## src/rtl/serial_rx_pkg.sv

```systemverilog
package serial_rx_pkg;

    typedef enum logic [2:0] {
        RX_IDLE,
        RX_START,
        RX_DATA,
        RX_PARITY,
        RX_STOP,
        RX_HOLD
    } rx_state_e;

    typedef struct packed {
        logic       brk;
        logic       fer;
        logic       per;
        logic [7:0] data;
    } rx_entry_t;

    // threshold code to entry count
    function automatic int thresh_level(input logic [1:0] sel);
        case (sel)
            2'd0:    return 1;
            2'd1:    return 4;
            2'd2:    return 8;
            default: return 12;
        endcase
    endfunction

endpackage

```

## src/rtl/rx_line_fsm.sv

```systemverilog
module rx_line_fsm
    import serial_rx_pkg::*;
#(
    parameter int OVS = 16
) (
    input  logic      clk,
    input  logic      rst_n,
    input  logic      srst,
    input  logic      tick,
    input  logic      rxd,
    input  logic      seven_bit,
    input  logic      par_en,
    input  logic      par_even,
    output logic      push,
    output rx_entry_t push_entry,
    output logic      line_idle
);
    localparam int CW   = $clog2(OVS);
    localparam int HALF = OVS / 2;

    rx_state_e state_q, state_d;
    logic [1:0]    sync_q;
    logic          rx;
    logic [CW-1:0] cnt_q;
    logic [2:0]    bit_q;
    logic [7:0]    shreg_q;
    logic          pbit_q;
    logic          mid_pt, full_pt, last_bit;
    logic          par_bad, is_brk;

    assign rx       = sync_q[1];
    assign mid_pt   = tick && (cnt_q == CW'(HALF - 1));
    assign full_pt  = tick && (cnt_q == CW'(OVS - 1));
    assign last_bit = (bit_q == (seven_bit ? 3'd6 : 3'd7));
    assign par_bad  = par_en && ((^shreg_q ^ pbit_q) == par_even);
    assign is_brk   = !rx && (shreg_q == 8'h00) && (!par_en || !pbit_q);

    // input synchroniser
    always_ff @(posedge clk or negedge rst_n) begin
        if (!rst_n)    sync_q <= 2'b11;
        else if (srst) sync_q <= 2'b11;
        else           sync_q <= {sync_q[0], rxd};
    end

    // next-state logic
    always_comb begin
        state_d = state_q;
        unique case (state_q)
            RX_IDLE:   if (tick && !rx) state_d = RX_START;
            RX_START:  if (mid_pt) state_d = rx ? RX_IDLE : RX_DATA;
            RX_DATA:   if (full_pt && last_bit) state_d = par_en ? RX_PARITY : RX_STOP;
            RX_PARITY: if (full_pt) state_d = RX_STOP;
            RX_STOP:   if (full_pt) state_d = rx ? RX_IDLE : RX_HOLD;
            RX_HOLD:   if (rx) state_d = RX_IDLE;
            default:   state_d = RX_IDLE;
        endcase
    end

    // state register
    always_ff @(posedge clk or negedge rst_n) begin
        if (!rst_n)    state_q <= RX_IDLE;
        else if (srst) state_q <= RX_IDLE;
        else           state_q <= state_d;
    end

    // datapath and outputs
    always_ff @(posedge clk or negedge rst_n) begin
        if (!rst_n) begin
            cnt_q      <= '0;
            bit_q      <= '0;
            shreg_q    <= '0;
            pbit_q     <= 1'b0;
            push       <= 1'b0;
            push_entry <= '0;
        end else if (srst) begin
            cnt_q      <= '0;
            bit_q      <= '0;
            shreg_q    <= '0;
            pbit_q     <= 1'b0;
            push       <= 1'b0;
            push_entry <= '0;
        end else begin
            push <= 1'b0;
            unique case (state_q)
                RX_IDLE, RX_HOLD: begin
                    cnt_q   <= '0;
                    bit_q   <= '0;
                    shreg_q <= '0;
                    pbit_q  <= 1'b0;
                end
                RX_START: begin
                    if (tick) cnt_q <= mid_pt ? '0 : cnt_q + 1'b1;
                end
                RX_DATA: begin
                    if (tick) cnt_q <= cnt_q + 1'b1;
                    if (full_pt) begin
                        shreg_q[bit_q] <= rx;
                        bit_q          <= bit_q + 1'b1;
                    end
                end
                RX_PARITY: begin
                    if (tick) cnt_q <= cnt_q + 1'b1;
                    if (full_pt) pbit_q <= rx;
                end
                RX_STOP: begin
                    if (tick) cnt_q <= cnt_q + 1'b1;
                    if (full_pt) begin
                        push <= 1'b1;
                        if (is_brk) begin
                            push_entry <= '{brk: 1'b1, fer: 1'b0, per: 1'b0, data: 8'h00};
                        end else begin
                            push_entry <= '{brk: 1'b0, fer: !rx, per: par_bad, data: shreg_q};
                        end
                    end
                end
                default: cnt_q <= '0;
            endcase
        end
    end

    assign line_idle = (state_q == RX_IDLE);

endmodule

```

## src/rtl/rx_tag_fifo.sv

```systemverilog
module rx_tag_fifo
    import serial_rx_pkg::*;
#(
    parameter  int DEPTH = 16,
    localparam int AW    = $clog2(DEPTH),
    localparam int CNT_W = $clog2(DEPTH + 1)
) (
    input  logic             clk,
    input  logic             rst_n,
    input  logic             srst,
    input  logic             clear,
    input  logic             push,
    input  rx_entry_t        push_entry,
    input  logic             pop,
    output rx_entry_t        head,
    output logic [CNT_W-1:0] count,
    output logic             empty,
    output logic             overflow
);
    rx_entry_t     mem [DEPTH];
    logic [AW-1:0] wr_q, rd_q;
    logic          full, do_push, do_pop;

    assign empty    = (count == '0);
    assign full     = (count == CNT_W'(DEPTH));
    assign do_pop   = pop && !empty;
    assign do_push  = push && (!full || do_pop);
    assign overflow = push && full && !do_pop;
    assign head     = mem[rd_q];

    always_ff @(posedge clk or negedge rst_n) begin
        if (!rst_n) begin
            wr_q  <= '0;
            rd_q  <= '0;
            count <= '0;
        end else if (srst || clear) begin
            wr_q  <= '0;
            rd_q  <= '0;
            count <= '0;
        end else begin
            if (do_push) wr_q <= wr_q + 1'b1;
            if (do_pop)  rd_q <= rd_q + 1'b1;
            if (do_push && !do_pop)      count <= count + 1'b1;
            else if (do_pop && !do_push) count <= count - 1'b1;
        end
    end

    always_ff @(posedge clk) begin
        if (do_push && !srst && !clear) mem[wr_q] <= push_entry;
    end

endmodule

```

## src/rtl/rx_status_ctl.sv

```systemverilog
module rx_status_ctl
    import serial_rx_pkg::*;
#(
    parameter  int OVS   = 16,
    parameter  int CNT_W = 5,
    localparam int TO_W  = $clog2(4 * OVS * 11 + 1)
) (
    input  logic             clk,
    input  logic             rst_n,
    input  logic             srst,
    input  logic             tick,
    input  logic [CNT_W-1:0] count,
    input  logic             empty,
    input  logic             line_idle,
    input  logic             overflow,
    input  logic             seven_bit,
    input  logic             par_en,
    input  logic [1:0]       thresh_sel,
    input  logic [3:0]       rts_level,
    input  logic             rts_hw_en,
    input  logic             clr_rx_stat,
    input  logic             clr_tout,
    input  logic             clr_ovr,
    output logic             rx_stat,
    output logic             tout_stat,
    output logic             overrun,
    output logic             rts_ok
);
    logic [TO_W-1:0] idle_q;
    logic [TO_W-1:0] to_limit;
    logic            at_thresh, rts_stop, to_hit;

    always_comb begin
        int frame_bits;
        frame_bits = 2 + (seven_bit ? 7 : 8) + (par_en ? 1 : 0);
        to_limit   = TO_W'(4 * OVS * frame_bits);
    end

    assign at_thresh = (count >= CNT_W'(thresh_level(thresh_sel)));
    assign rts_stop  = rts_hw_en && (count >= CNT_W'(rts_level));
    assign to_hit    = tick && !empty && line_idle && (idle_q == to_limit - 1'b1);

    always_ff @(posedge clk or negedge rst_n) begin
        if (!rst_n) begin
            idle_q    <= '0;
            rx_stat   <= 1'b0;
            tout_stat <= 1'b0;
            overrun   <= 1'b0;
            rts_ok    <= 1'b1;
        end else if (srst) begin
            idle_q    <= '0;
            rx_stat   <= 1'b0;
            tout_stat <= 1'b0;
            overrun   <= 1'b0;
            rts_ok    <= 1'b1;
        end else begin
            if (empty || !line_idle)                 idle_q <= '0;
            else if (tick && (idle_q != to_limit))   idle_q <= idle_q + 1'b1;
            rx_stat   <= (rx_stat & ~clr_rx_stat) | at_thresh;
            tout_stat <= (tout_stat & ~clr_tout) | to_hit;
            overrun   <= (overrun & ~clr_ovr) | overflow;
            rts_ok    <= !rts_stop;
        end
    end

endmodule

```

## src/rtl/serial_rx_unit.sv

```systemverilog
module serial_rx_unit
    import serial_rx_pkg::*;
#(
    parameter  int DEPTH    = 16,
    parameter  int OVS      = 16,
    parameter  int RST_HOLD = 4,
    localparam int CNT_W    = $clog2(DEPTH + 1),
    localparam int RH_W     = $clog2(RST_HOLD + 1)
) (
    input  logic             clk,
    input  logic             rst_n,
    input  logic             tick16,
    input  logic             rxd,
    input  logic             cfg_seven_bit,
    input  logic             cfg_par_en,
    input  logic             cfg_par_even,
    input  logic [1:0]       cfg_thresh_sel,
    input  logic [3:0]       cfg_rts_level,
    input  logic             cfg_rts_hw_en,
    input  logic             pop,
    input  logic             flush_req,
    input  logic             flush_en,
    input  logic             clr_rx_stat,
    input  logic             clr_tout,
    input  logic             clr_ovr,
    input  logic             sw_rst_req,
    output logic [7:0]       head_data,
    output logic             head_brk,
    output logic             head_fer,
    output logic             head_per,
    output logic             no_data,
    output logic [CNT_W-1:0] fill,
    output logic             rx_stat,
    output logic             tout_stat,
    output logic             overrun,
    output logic             rts_ok,
    output logic             sw_rst_busy
);
    logic [RH_W-1:0] rh_q;
    logic            srst;
    logic            push, line_idle, empty, overflow;
    rx_entry_t       push_entry, head;

    // soft reset window
    always_ff @(posedge clk or negedge rst_n) begin
        if (!rst_n)               rh_q <= '0;
        else if (sw_rst_req)      rh_q <= RH_W'(RST_HOLD);
        else if (rh_q != '0)      rh_q <= rh_q - 1'b1;
    end
    assign sw_rst_busy = (rh_q != '0);
    assign srst        = sw_rst_busy;

    rx_line_fsm #(.OVS(OVS)) line_i (
        .clk        (clk),
        .rst_n      (rst_n),
        .srst       (srst),
        .tick       (tick16),
        .rxd        (rxd),
        .seven_bit  (cfg_seven_bit),
        .par_en     (cfg_par_en),
        .par_even   (cfg_par_even),
        .push       (push),
        .push_entry (push_entry),
        .line_idle  (line_idle)
    );

    rx_tag_fifo #(.DEPTH(DEPTH)) fifo_i (
        .clk        (clk),
        .rst_n      (rst_n),
        .srst       (srst),
        .clear      (flush_req && flush_en),
        .push       (push),
        .push_entry (push_entry),
        .pop        (pop),
        .head       (head),
        .count      (fill),
        .empty      (empty),
        .overflow   (overflow)
    );

    rx_status_ctl #(.OVS(OVS), .CNT_W(CNT_W)) stat_i (
        .clk         (clk),
        .rst_n       (rst_n),
        .srst        (srst),
        .tick        (tick16),
        .count       (fill),
        .empty       (empty),
        .line_idle   (line_idle),
        .overflow    (overflow),
        .seven_bit   (cfg_seven_bit),
        .par_en      (cfg_par_en),
        .thresh_sel  (cfg_thresh_sel),
        .rts_level   (cfg_rts_level),
        .rts_hw_en   (cfg_rts_hw_en),
        .clr_rx_stat (clr_rx_stat),
        .clr_tout    (clr_tout),
        .clr_ovr     (clr_ovr),
        .rx_stat     (rx_stat),
        .tout_stat   (tout_stat),
        .overrun     (overrun),
        .rts_ok      (rts_ok)
    );

    assign head_data = head.data;
    assign head_brk  = head.brk;
    assign head_fer  = head.fer;
    assign head_per  = head.per;
    assign no_data   = empty;

endmodule

```

## config.mk

```make
export PLATFORM = sky130hd
export DESIGN_NAME = serial_rx_unit
export DESIGN_NICKNAME = d
export VERILOG_FILES = /design/src/rtl/serial_rx_pkg.sv /design/src/rtl/rx_line_fsm.sv /design/src/rtl/rx_tag_fifo.sv /design/src/rtl/rx_status_ctl.sv /design/src/rtl/serial_rx_unit.sv
export SDC_FILE = /design/constraint.sdc
export NUM_CORES = 1
export LEC_CHECK = 0
export ABC_CLOCK_PERIOD_IN_PS = 3830
export BUFFER_PORTS_ARGS = -buffer_cell sky130_fd_sc_hd__clkbuf_2
export CAP_MARGIN = 40
export CORE_ASPECT_RATIO = 2
export CORE_MARGIN = 1
export CORE_UTILIZATION = 44
export DETAILED_ROUTE_END_ITERATION = 8
export GPL_TIMING_DRIVEN = 0
export SLEW_MARGIN = 15
export SYNTH_ARGS = -nofsm -noshare
export SYNTH_HDL_FRONTEND = slang
export SYNTH_SLANG_ARGS = --single-unit
```

## constraint.sdc

```tcl
create_clock -name clk -period 3.83 [get_ports clk]
set_input_delay 0.5745 -clock clk [delete_from_list [all_inputs] [get_ports clk]]
set_output_delay 0.5745 -clock clk [all_outputs]
set_load 0.02 [all_outputs]
```

### Word level (Yosys, flattened, before mapping)

Memory sizes are Yosys's and may differ from the RTL's.
Index checks and enable logic that the tools add are counted.

* bits in registers: 63
* bits in writable memories: 176
* output and inout port bits: 22
* word-level logic and storage cells: 186
* memories: 1

Memories
* fifo_i.mem: depth 16, width 11, rd ports 1, clocked after memory_dff 0, wr ports 1, line rx_tag_fifo.sv:20 `rx_entry_t mem [DEPTH];`

* add/subtract/negate cells: 11
* order comparisons: 4
* eq/ne operators: 23
* mux-type cells: 58
* bitwise logic cells: 10
* reduce and logical (&&, ||, !) cells: 59

Operator list (count)
* 11-bit two-way mux: 4
* 3-bit two-way mux: 13
* 4-bit two-way mux: 9
* 10-bit two-way mux: 3
* 1-bit logical AND: 22
* 3-bit by 1-bit != test with 1-bit output (second input constant): 7
* 3-bit one-hot mux with 6 select lines: 1
* 8-bit two-way mux: 2
* 8-bit one-hot mux with 2 select lines: 1
* 5-bit two-way mux: 3
* 3-bit nonzero test: 5
* 1-bit two-way mux: 14
* 4-bit by 1-bit adder with 4-bit output (second input constant): 3
* 4-bit one-hot mux with 3 select lines: 1
* 1-bit zero test: 11
* 10-bit by 1-bit adder with 10-bit output (second input constant): 1
* 10-bit equality test: 1
* 5-bit by 4-bit >= comparator with 1-bit output: 2
* 10-bit != test: 1
* 2-bit nonzero test: 5
* 10-bit by 1-bit subtractor with 10-bit output (second input constant): 1
* 8-bit bitwise mux: 1
* 8-bit zero test: 1
* 4-bit one-hot mux with 2 select lines: 1
* other kinds (37): 52

### Longest topological paths before layout

* word-level depth: 10
* gate-level depth with buffers: 11
* depth with buffers taken out: 11

### By module

From an unflattened synthesis, not the netlist that was laid out.

* cell total of the unflattened synthesis: 717
* area total of the unflattened synthesis: 10682.7 sq um

Modules (own cells, without submodules)
* rx_tag_fifo: instances 1, cells an instance 391, area an instance 7628.6 sq um
* rx_line_fsm: instances 1, cells an instance 193, area an instance 1838.0 sq um
* rx_status_ctl: instances 1, cells an instance 116, area an instance 1032.2 sq um
* serial_rx_unit: instances 1, cells an instance 17, area an instance 183.9 sq um

### Worst setup path before layout

No wires, ideal clock.

* kind: reg2reg
* from: register rh_q[0]
* to: memory fifo_i.mem[0][0] (netlist name), enable pin
* setup time: 0.393 ns
* arrival: 2.489 ns
* data required time: 3.437 ns
* setup slack: 0.948 ns
* cell stages (with the launch flop): 10
* path buffers: 2
* path through: dfrtp_1 -> inv_1 -> ha_1 -> nor2b_1 -> buf_2 -> inv_1 -> clkbuf_1 -> a21oi_1 -> nand3_1 -> nor3_1

* word-level cells in the longest chain between the ends: 6

Ends and longest elaborated chain
* start: declaration: line serial_rx_unit.sv:39 `logic [RH_W-1:0] rh_q;`
* start signal: assignment: line serial_rx_unit.sv:47 `else if (sw_rst_req) rh_q <= RH_W'(RST_HOLD);`
* start signal: assignment: line serial_rx_unit.sv:48 `else if (rh_q != '0) rh_q <= rh_q - 1'b1;`
* 3-bit nonzero test: line serial_rx_unit.sv:50 `assign sw_rst_busy = (rh_q != '0);`
* via sw_rst_busy: line serial_rx_unit.sv:37 `output logic sw_rst_busy`
* 1-bit zero test: line rx_tag_fifo.sv:49 `if (do_push && !srst && !clear) mem[wr_q] <= push_entry;`
* 1-bit logical AND (2 in a row): line rx_tag_fifo.sv:49
* 1-bit two-way mux: line rx_tag_fifo.sv:49
* 1-bit two-way mux (implied by the code): line rx_tag_fifo.sv:49
* end: declaration: line rx_tag_fifo.sv:20

The timed path passes the listed nets, and every way through them passes these cells.

### Worst setup path after layout

* from: register fifo_i.rd_q[1]
* to: output head_data[2]

* word-level cells in the longest chain between the ends: 1

Ends and longest elaborated chain
* start: declaration: line rx_tag_fifo.sv:21 `logic [AW-1:0] wr_q, rd_q;`
* start signal: assignment: line rx_tag_fifo.sv:42 `if (do_pop) rd_q <= rd_q + 1'b1;`
* memory read 16 x 11 bit
* end: declaration: line serial_rx_unit.sv:27 `output logic [7:0] head_data,`

No other way between the ends.

==> impl_metrics.tcl <==
set metrics [dict create \
    status "finished, final reports clean" \
    worst_ep_arrival_time_ns 2.93 \
    crit_fanout 10 \
    fp.dieW_microns 111 \
    dp_hpwl_microns 16400 \
    ys_ff_latch 239 \
    endpoint_kind "output pin" \
    worst_pin_slew_ns 0.855 \
    grt_pass1_vias 6386 \
    io_pins 43 \
    grt-ovfl-total 0 \
    grt.total_usage_pct 19.6 \
    setup_slack_ns 0.329 \
    post_cts_resized 0 \
    core_sq_um 23200 \
    design_area_sq_um 11900 \
    ctsHtreeMaxLevel 1 \
    r2r_setup_slack_ns 0.64 \
    critPathRequiredTime_ns 3.26 \
    fin_skew_ns 0.00648 \
    rows 79 \
    wl_per_cell_microns 21.9 \
    relSlewSlack_pct 42.9 \
    port-buffer-count 42 \
    insertedDiodeCount 0 \
    clk_latency_ns 0.51 \
    drc 0 \
    synth_top_family_by_area "multiplexers" \
    syn2layout_area_growth_pct 14.0 \
    setup_viol 0 \
    post-cts-setup-buffer-count 0 \
    path_clk_slew_ns 0.07 \
    synth_fa_ha_area_share_pct 3.80 \
    num_vias 5864 \
    synth_edf_count 176 \
    final_common_cell "edfxtp_1" \
    ys_seq_area_share_pct 66.0 \
    final.setup.tns_ns 0 \
    ys_warn_count 0 \
    num-nets-final 793 \
    gp_congestion 0.849 \
    grt_max_degree 41 \
    die_area_sq_um 24300 \
    layout-drive-gt1-share_pct 23.1 \
    mostFrequentLayoutCells "edfxtp_1, dfrtp_1, mux4_2" \
    syn_area_sq_um 10400 \
    drt_first_pass_iters 4 \
    hold_viol_final 0 \
    routed_wl_microns 22700 \
    synthesis.instances 660 \
    finalPower_mw 5.26 \
    multi_input_area_sq_um 3270 \
    place_area_sq_um 11100 \
    antenna_found_initial 0 \
    finalCoreUtilization_pct 51.0 \
    whs_ns 0.247 \
    cts_tree "built" \
    cts-root-buf "clkbuf_16" \
    nFillCells 1948 \
    period_share_pct 91.4 \
    fin_cells 1040 \
    rsz0062_at_grt "false" \
    via_per_inst 5.64 \
    avgSynthCellArea_sq_um 15.8 \
    yosysUniqueCellTypes 52 \
    cap_violations 0 \
    synth_ff_type "edfxtp_1" \
    place_inst 997 \
    start_util_pct 44.8 \
    startpoint_type "register" \
    synthSimpleGateAreaFrac_pct 6.82 \
    critPathKind "register to output pin" \
    post-place-ws_ns 0.537 \
    drt-initial-drc-count 334 \
    syn_nets 712 \
    cts-buffers-inserted 22 \
    min_path_type "input port to register" \
    power_leakage_nw 4.70 \
    clkSinkCount 239 \
    yosys-mux-area-fraction_pct 12.5 \
    postRouteAntennaNets 0 \
    grt_pass1_wl_microns 35900 \
    synth_xor_xnor_area_share_pct 2.61 \
    synth_compound_area_share_pct 5.34 \
    ir_drop_uv 412 \
    ff_latch_area_sq_um 6870 \
    cts_max_path_buffers 3 \
    fmax_mhz 286 \
    slew_violations 0 \
    power_density_nw_per_um2 444 \
    fin_crit_ns 3.50 \
    die_h_microns 219 \
    async_flop_share_pct 26.4 \
]
sequential cells by signal, indices dropped and copies added, names as in the netlist:
signal,cells
stat_i.idle_q,10
line_i.pbit_q,1
line_i.state_q,3
line_i.bit_q,3
stat_i.rx_stat,1
line_i.cnt_q,4
line_i.push_entry,11
fifo_i.rd_q,4
line_i.push,1
stat_i.overrun,1
line_i.shreg_q,8
line_i.sync_q,2
fifo_i.mem,176
stat_i.tout_stat,1
fifo_i.count,5
fifo_i.wr_q,4
rh_q,3
stat_i.rts_ok,1
cells by family (layout without fill, tap and decap cells):
family                   after synthesis  in the layout
adder cells (fa/ha/maj)               31             31
AO/OA/AOI/OAI                         86             86
flip-flops                           239            239
AND/OR/NAND/NOR                      145            145
buffers and inverters                 67            164
XOR/XNOR                              31             31
multiplexers                          61             61
area by class of cell:
| type | count | area share [%] |
|---|---|---|
| well taps | 283 | 2.99 |
| plain buffers | 29 | 1.33 |
| clock buffers | 30 | 5.16 |
| repair buffers | 57 | 3.00 |
| clock inverters | 10 | 0.823 |
| flip-flops and latches | 239 | 57.9 |
| inverters | 38 | 1.20 |
| multi-input cells | 354 | 27.6 |
worst paths after layout:
check,start,endpoint,depth (start not counted)
hold / removal,rxd,line_i.sync_q[0],2
max in group asynchronous,rst_n,stat_i.rts_ok,3
setup / recovery,fifo_i.rd_q[1],head_data[2],5
hold reg to reg,rh_q[2],rh_q[2],1
setup reg to reg,fifo_i.count[0],fifo_i.count[4],11
min in group asynchronous,rst_n,stat_i.idle_q[5],2
worst max-delay path: stages, from the launching register on:
cell	delay, ns
dfrtp_1	0.36
buf_2	0.30
clkbuf_1	0.64
mux4_2	0.44
mux4_2	0.51
clkbuf_2	0.17
cell usage after synthesis (2+ instances only):
| cell | n | area, sq um |
|---|---|---|
| mux2i_1 | 5 | 50.1 |
| and3_1 | 2 | 12.5 |
| nand4_1 | 11 | 68.8 |
| a21boi_0 | 2 | 15.0 |
| nand4b_1 | 2 | 17.5 |
| nor3_1 | 6 | 30.0 |
| edfxtp_1 | 176 | 5290 |
| inv_1 | 38 | 143 |
| o211ai_1 | 5 | 37.5 |
| a31oi_1 | 2 | 12.5 |
| or3_1 | 6 | 37.5 |
| or2_2 | 2 | 12.5 |
| dfrtp_1 | 60 | 1500 |
| mux4_2 | 55 | 1240 |
| nor2_1 | 50 | 188 |
| clkbuf_1 | 11 | 41.3 |
| buf_1 | 5 | 18.8 |
| a32o_1 | 2 | 20.0 |
| a22o_1 | 9 | 78.8 |
| o21ai_0 | 23 | 115 |
| o31ai_1 | 4 | 30.0 |
| nor3b_1 | 2 | 15.0 |
| nand2_1 | 28 | 105 |
| nor4_1 | 2 | 12.5 |
| buf_2 | 6 | 30.0 |
| dfstp_2 | 3 | 78.8 |
| a211oi_1 | 2 | 15.0 |
| buf_6 | 4 | 45.0 |
| a21o_1 | 3 | 22.5 |
| buf_4 | 3 | 22.5 |
| xor2_1 | 13 | 114 |
| nor2b_1 | 3 | 18.8 |
| ha_1 | 30 | 375 |
| xnor2_1 | 18 | 158 |
| a21oi_1 | 23 | 115 |
| and2_1 | 4 | 25.0 |
| nand3_1 | 12 | 60.1 |
| o311ai_0 | 3 | 26.3 |
| a41oi_1 | 2 | 17.5 |
| or4_1 | 3 | 22.5 |
| nand2b_1 | 9 | 56.3 |
where the power goes:
part	switching [mW]	total (mW)	internal (mW)	leakage [nW]
Combinational	0.218	0.313	0.0947	1.45
Clock	0.954	2.16	1.21	0.338
Sequential	0.0150	2.79	2.78	2.91
Total	1.19	5.26	4.08	4.70
what timing repair did:
action / 4_1_cts / 5_1_grt
hold buffers: 1 / 0
endpoints found under the hold margin: 7 / 0
endpoints found under the setup margin: 0 / 0
layer usage:
layer	share of wire (%)	wire [microns]	GRT usage, %
met1	35	7970	19.8
met2	59	13500	39.9
met4	3.2	718	7.91
met5	0	0	0
met3	2.3	528	2.02
(Power assumes the default switching activity.)
